`src/rtl/alu_flag_pkg.sv`:
```
package alu_flag_pkg;

  typedef enum logic [3:0] {
    OP_ADD = 4'd0,
    OP_SUB = 4'd1,
    OP_INC = 4'd2,
    OP_DEC = 4'd3,
    OP_NEG = 4'd4,
    OP_AND = 4'd5,
    OP_OR  = 4'd6,
    OP_XOR = 4'd7,
    OP_NOT = 4'd8,
    OP_SHL = 4'd9,
    OP_SHR = 4'd10,
    OP_SRA = 4'd11,
    OP_CMP = 4'd12
  } op_e;

  typedef enum logic [1:0] {
    CLS_NONE  = 2'd0,
    CLS_ARITH = 2'd1,
    CLS_LOGIC = 2'd2,
    CLS_SHIFT = 2'd3
  } op_class_e;

  typedef struct packed {
    logic z;
    logic n;
    logic c;
    logic v;
  } flags_t;

endpackage

```
`src/rtl/alu_ripple_add.sv`:
```
module alu_ripple_add #(
  parameter int W = 8
) (
  input  logic [W-1:0] a,
  input  logic [W-1:0] b,
  input  logic         cin,
  output logic [W-1:0] sum,
  output logic         cout,
  output logic         c_into_msb
);

  logic [W:0] cy;

  assign cy[0] = cin;

  for (genvar i = 0; i < W; i++) begin : g_fa
    assign sum[i]   = a[i] ^ b[i] ^ cy[i];
    assign cy[i+1]  = (a[i] & b[i]) | (cy[i] & (a[i] ^ b[i]));
  end

  assign cout       = cy[W];
  assign c_into_msb = cy[W-1];

endmodule

```
`src/rtl/alu_bitwise.sv`:
```
module alu_bitwise
  import alu_flag_pkg::*;
#(
  parameter int W = 8
) (
  input  op_e          op,
  input  logic [W-1:0] a,
  input  logic [W-1:0] b,
  output logic [W-1:0] res
);

  always_comb begin
    case (op)
      OP_AND:  res = a & b;
      OP_OR:   res = a | b;
      OP_XOR:  res = a ^ b;
      OP_NOT:  res = ~a;
      default: res = '0;
    endcase
  end

endmodule

```
`src/rtl/alu_shift1.sv`:
```
module alu_shift1
  import alu_flag_pkg::*;
#(
  parameter int W = 8
) (
  input  op_e          op,
  input  logic [W-1:0] a,
  output logic [W-1:0] res,
  output logic         spill
);

  localparam int MSB = W - 1;

  always_comb begin
    case (op)
      OP_SHL: begin
        res   = {a[MSB-1:0], 1'b0};
        spill = a[MSB];
      end
      OP_SHR: begin
        res   = {1'b0, a[MSB:1]};
        spill = a[0];
      end
      OP_SRA: begin
        res   = {a[MSB], a[MSB:1]};
        spill = a[0];
      end
      default: begin
        res   = a;
        spill = 1'b0;
      end
    endcase
  end

endmodule

```
`src/rtl/alu_flag_unit.sv`:
```
module alu_flag_unit
  import alu_flag_pkg::*;
#(
  parameter int W = 8
) (
  input  logic         clk,
  input  logic         rst_n,
  input  logic         in_valid,
  input  logic [3:0]   op_sel,
  input  logic [W-1:0] opa,
  input  logic [W-1:0] opb,
  output logic [W-1:0] res_q,
  output logic         flg_z,
  output logic         flg_n,
  output logic         flg_c,
  output logic         flg_v
);

  localparam int MSB = W - 1;
  localparam logic [W-1:0] MOST_NEG = {1'b1, {(W-1){1'b0}}};

  op_e          op_v;
  op_class_e    cls;
  logic         wr_res;
  logic [W-1:0] add_a, add_b, add_sum;
  logic         add_ci, add_co, add_cm;
  logic [W-1:0] lg_res, sh_res, val;
  logic         sh_spill;
  logic [W-1:0] res_d, res_r;
  flags_t       flags_d, flags_r;

  assign op_v = op_e'(op_sel);

  // Operand steering: every arithmetic code goes through the one adder
  always_comb begin
    add_a  = opa;
    add_b  = opb;
    add_ci = 1'b0;
    cls    = CLS_NONE;
    wr_res = 1'b0;
    case (op_v)
      OP_ADD: begin cls = CLS_ARITH; wr_res = 1'b1; end
      OP_SUB: begin cls = CLS_ARITH; wr_res = 1'b1; add_b = ~opb; add_ci = 1'b1; end
      OP_CMP: begin cls = CLS_ARITH; add_b = ~opb; add_ci = 1'b1; end
      OP_INC: begin cls = CLS_ARITH; wr_res = 1'b1; add_b = '0; add_ci = 1'b1; end
      OP_DEC: begin cls = CLS_ARITH; wr_res = 1'b1; add_b = '1; end
      OP_NEG: begin cls = CLS_ARITH; wr_res = 1'b1; add_a = '0; add_b = ~opa; add_ci = 1'b1; end
      OP_AND, OP_OR, OP_XOR, OP_NOT: begin cls = CLS_LOGIC; wr_res = 1'b1; end
      OP_SHL, OP_SHR, OP_SRA: begin cls = CLS_SHIFT; wr_res = 1'b1; end
      default: begin cls = CLS_NONE; end
    endcase
  end

  alu_ripple_add #(.W(W)) u_add (
    .a(add_a), .b(add_b), .cin(add_ci),
    .sum(add_sum), .cout(add_co), .c_into_msb(add_cm)
  );

  alu_bitwise #(.W(W)) u_bit (
    .op(op_v), .a(opa), .b(opb), .res(lg_res)
  );

  alu_shift1 #(.W(W)) u_shf (
    .op(op_v), .a(opa), .res(sh_res), .spill(sh_spill)
  );

  // Next state: each class touches only its own flags
  always_comb begin
    case (cls)
      CLS_LOGIC: val = lg_res;
      CLS_SHIFT: val = sh_res;
      default:   val = add_sum;
    endcase
    res_d   = res_r;
    flags_d = flags_r;
    if (wr_res) res_d = val;
    case (cls)
      CLS_ARITH: begin
        flags_d.z = (add_sum == '0);
        flags_d.n = add_sum[MSB];
        flags_d.c = add_co;
        flags_d.v = add_cm ^ add_co;
      end
      CLS_LOGIC: begin
        flags_d.z = (lg_res == '0);
        flags_d.n = lg_res[MSB];
      end
      CLS_SHIFT: begin
        flags_d.z = (sh_res == '0);
        flags_d.c = sh_spill;
      end
      default: ;
    endcase
  end

  always_ff @(posedge clk or negedge rst_n) begin
    if (!rst_n) begin
      res_r   <= '0;
      flags_r <= '0;
    end else if (in_valid) begin
      res_r   <= res_d;
      flags_r <= flags_d;
    end
  end

  assign res_q = res_r;
  assign flg_z = flags_r.z;
  assign flg_n = flags_r.n;
  assign flg_c = flags_r.c;
  assign flg_v = flags_r.v;

  AST_IDLE_HOLD: assert property (@(posedge clk) disable iff (!rst_n) !in_valid |=> $stable(res_q) && $stable({flg_z, flg_n, flg_c, flg_v}));
  AST_UNUSED_CODE_HOLD: assert property (@(posedge clk) disable iff (!rst_n) (in_valid && op_sel > 4'd12) |=> $stable(res_q) && $stable({flg_z, flg_n, flg_c, flg_v}));
  AST_CMP_KEEPS_RESULT: assert property (@(posedge clk) disable iff (!rst_n) (in_valid && op_sel == 4'd12) |=> $stable(res_q));
  AST_LOGIC_KEEPS_CV: assert property (@(posedge clk) disable iff (!rst_n) (in_valid && op_sel >= 4'd5 && op_sel <= 4'd8) |=> $stable(flg_c) && $stable(flg_v));
  AST_SHIFT_KEEPS_NV: assert property (@(posedge clk) disable iff (!rst_n) (in_valid && op_sel >= 4'd9 && op_sel <= 4'd11) |=> $stable(flg_n) && $stable(flg_v));
  AST_MIXED_SIGN_NO_V: assert property (@(posedge clk) disable iff (!rst_n) (in_valid && op_sel == 4'd0 && (opa[MSB] != opb[MSB])) |=> !flg_v);
  AST_NEG_MIN_OVERFLOW: assert property (@(posedge clk) disable iff (!rst_n) (in_valid && op_sel == 4'd4 && opa == MOST_NEG) |=> flg_v && res_q == MOST_NEG);
  AST_ARITH_ZN_TRACK: assert property (@(posedge clk) disable iff (!rst_n) (in_valid && op_sel <= 4'd4) |=> (flg_z == (res_q == '0)) && (flg_n == res_q[MSB]));

endmodule

```
`config.mk`:
```
export PLATFORM = sky130hd
export DESIGN_NAME = alu_flag_unit
export DESIGN_NICKNAME = d
export VERILOG_FILES = /design/src/rtl/alu_flag_pkg.sv /design/src/rtl/alu_ripple_add.sv /design/src/rtl/alu_bitwise.sv /design/src/rtl/alu_shift1.sv /design/src/rtl/alu_flag_unit.sv
export SDC_FILE = /design/constraint.sdc
export NUM_CORES = 1
export LEC_CHECK = 0
export BUFFER_PORTS_ARGS = -buffer_cell sky130_fd_sc_hd__buf_2
export CORE_MARGIN = 3
export CORE_UTILIZATION = 37
export CTS_CLUSTER_SIZE = 28
export DETAILED_ROUTE_END_ITERATION = 8
export PLACE_DENSITY = 0.68
export SLEW_MARGIN = 5
export SYNTH_ARGS = -nofsm -noshare
export SYNTH_HDL_FRONTEND = slang
export SYNTH_SLANG_ARGS = --single-unit
```
`constraint.sdc`:
```
create_clock -name clk -period 0.8 [get_ports clk]
set_input_delay 0.12 -clock clk [delete_from_list [all_inputs] [get_ports clk]]
set_output_delay 0.12 -clock clk [all_outputs]
set_load 0.01 [all_outputs]
```
==> results.txt <==
Row cnt - 28
Flops & latches, synth - 12
Worst Path Required - 0.92 ns
Die X-Extent - 84.6 microns
Post-synthesis share of cell area spent on full adders, half adders and majority gates - 0.180
RSZ-0062 raised after global routing - true
Final Max Slew Viols - 0
CP endpoint kind - flip-flop
Fmax - 252 MHz
Post-DP HPWL - 6.85 mm
Starting density of the core - 0.384
Syn_area_per_cell - 7.10 sq um
Power share of the sequential group - 0.192
Critical Path AT - 4.09 ns
# DRC - 0
Htree depth - 1
Outcome - finished, violations left
First-pass GRT wire length - 14.3 mm
Most common cell after layout, fill and taps aside - buf_4
Die Span Y - 84.6 microns
Post-DRT Antenna Nets - 0
DR vias - 3105
Remaining Overflow, GRT - 0
Largest net degree at the start of global routing - 31
Post-synth EDFFs - 0
Crit-path max FO - 4
Post-synthesis mux area share - 0.0131
Simple-gate share of the synthesized area - 0.221
Syn_nets - 373
Synth cell types - 51
Core Footprint - 5960 sq um
P&R area growth vs syn - 54.6%
Worst slew pin tran - 0.439 ns
Syn Inst Count - 322
Drt first pass iters - 6
Static Leak - 0.00166 uW
Failing checks - negative setup slack
I/O Pins - 35
Final Skew - 0 ns
Worst relative slew slack - 0.707
Layout cell share with drive strength beyond 1 - 0.429
Finished Layout Cells - 520
# setup viols final - 24
Worst Setup Start Kind - input port
Max IR drop VDD - 0.896 mV
Detailed Route WL - 9.28 mm
CTS Buffer Depth - 2
Filler cells - 540
Main combinational cell family by area after synthesis - compound AO/OA/AOI/OAI gates
Compound-cell area share of the yosys netlist - 0.340
Initial antenna violation count - 0
Combinational share of power - 0.657
Post-placement setup slack - -3.46 ns
Ys async rst share - 1.00
Vias in the first global route - 2922
Clock latency on the worst-skew pair - 0.24 ns
Clk slew on worst S/H paths - 0.05 ns
DP Cell Count - 502
Crit path kind - input port to flip-flop
TritonCTS clock tree - yes
Clock network fraction of design power - 0.151
Top_reg_cell synth - dfrtp_1
Post-route setup slack - -3.17 ns
First DRT Iteration DRCs - 399
PD cells - 1240 nW/um^2
Synth Warn # - 0
NumNets Final - 497
Internal cell power - 2610 uW
Root Buffer - clkbuf_8
Period utilization - 4.97
Syn Std Cell Area - 2290 sq um
IO Port Bufs - 34
Xor/xnor share of the synthesized area - 0.00766
Final Hold Viols - 0
Tot GR Track Use - 0.245
Seq/Total Area, Yosys - 0.131
Fin crit period - 3.97 ns
Net Switching - 1780 uW
Sw frac - 0.405
Most used cells in the layout excluding fill and tap cells - buf_4 (101), nand2_1 (37), nor2_1 (30), buf_2 (29), a21oi_1 (25)
RePlAce Congestion - 0.977
Hold crit path type - input port to asynchronous set/reset pin
N_diodes - 0
CTS buffer count - 3
R2R depth - 3
Max_cap viols - 0
Die area - 7160 sq um
Avg WL per Cell - 17.8 microns
DR vias/cell - 5.97
Clk sink count - 12
-- routing by layer --
metal / vias to the layer above / global-route usage / share of wire
met3: 57 / 0.0402 / 0.098
met1: 1422 / 0.316 / 0.39
met5: - / 0 / 0
met4: 0 / 0.121 / 0.056
li1: 1415 / - / -
met2: 211 / 0.395 / 0.46
-- Yosys cell counts (all sizes together) (3+ instances only) --
cell type | number | share of area
o21ai | 25 | 0.055
buf | 12 | 0.039
a31oi | 11 | 0.030
dfrtp | 12 | 0.13
nand3 | 3 | 0.0066
nand2 | 38 | 0.062
a221oi | 7 | 0.027
mux2i | 3 | 0.013
clkbuf | 13 | 0.026
inv | 26 | 0.043
a22oi | 10 | 0.033
nor2b | 6 | 0.023
fa | 8 | 0.070
nor2 | 34 | 0.056
o22ai | 9 | 0.025
nor4 | 3 | 0.0082
o22a | 5 | 0.019
o211ai | 6 | 0.020
a21oi | 26 | 0.057
a22o | 3 | 0.011
ha | 20 | 0.11
nand2b | 4 | 0.012
a32oi | 4 | 0.015
nor3 | 8 | 0.018
-- path summary, 6_finish.rpt --
path	from	end	slack [ns]
setup reg to reg	flg_z$_DFFE_PN0P_	flg_z$_DFFE_PN0P_	-0.07
min in group clk	in_valid	flg_n$_DFFE_PN0P_	0.28
setup / recovery	op_sel[2]	flg_n$_DFFE_PN0P_	-3.17
hold reg to reg	res_q[5]$_DFFE_PN0P_	res_q[5]$_DFFE_PN0P_	0.52
max in group asynchronous	rst_n	flg_c$_DFFE_PN0P_	0.31
hold / removal	rst_n	res_q[5]$_DFFE_PN0P_	0.28
-- final cells by class --
| class | count | area, sq um | area share |
|---|---|---|---|
| clock buffer | 4 | 55.1 | 0.0156 |
| inverter | 26 | 100 | 0.0283 |
| sequential | 12 | 300 | 0.0850 |
| multi-input combinational | 259 | 1910 | 0.540 |
| timing repair buffer | 144 | 1080 | 0.304 |
| tap | 75 | 93.8 | 0.0265 |
-- flip-flops by register name (all words and copies together), names as in the netlist --
signal,count
flg_n,1
flg_v,1
flg_c,1
res_q,8
flg_z,1
-- cell families (layout without fill, tap and decap cells) --
kind of cell               Yosys count  in the layout
DFF                                 12             12
buffers and inverters               51            174
and+or+nand+nor                    107            107
AOI/OAI and AO/OA                  119            119
muxes                                3              3
adders and majority gates           28             28
xor gates and xnor gates             2              2
-- stage by stage --
step | util | power, uW | hold WS (ns) | area, sq um | TNS, ns
floorplan | - | 2130 | -0.176 | 2360 | -30.28
global route | 0.593 | 4630 | 0.313 | 3530 | -30.43
CTS | 0.568 | 4010 | 0.285 | 3390 | -28.09
finish | 0.593 | 4390 | 0.280 | 3530 | -28.81
detailed placement | 0.532 | 3140 | 0.0104 | 3170 | -31.90
global placement | 0.532 | 3080 | 0.00387 | 3170 | -30.78
-- power by group through the flow --
| stage | Combinational [uW] | Sequential, uW | Clock [uW] |
|---|---|---|---|
| floorplan | 1210 | 921 | 0 |
| global placement | 2240 | 839 | 0 |
| detailed placement | 2300 | 841 | 0 |
| CTS | 2510 | 826 | 675 |
| global route | 3070 | 855 | 706 |
| finish | 2880 | 843 | 664 |
-- worst max-delay path, stage by stage --
cell      delay [ns]
buf_8           0.10
buf_6           0.11
nor2_4          0.11
or2_4           0.13
o22a_1          0.12
o211ai_1        0.12
fa_2            0.38
inv_2           0.06
fa_2            0.18
inv_2           0.04
fa_2            0.33
fa_2            0.34
inv_2           0.06
fa_2            0.18
inv_2           0.04
fa_2            0.34
fa_2            0.36
inv_2           0.07
fa_2            0.46
buf_4           0.16
mux2i_2         0.18
o31ai_1         0.11
-- repair_timing --
item	in CTS	in global routing
gates resized for setup	34	19
endpoints found under the hold margin	12	0
setup buffers	5	8
hold buffers	1	0
pin swaps	12	10
setup endpoints to repair	24	24
cloned	0	0
Power figures use the tool's default switching activity.
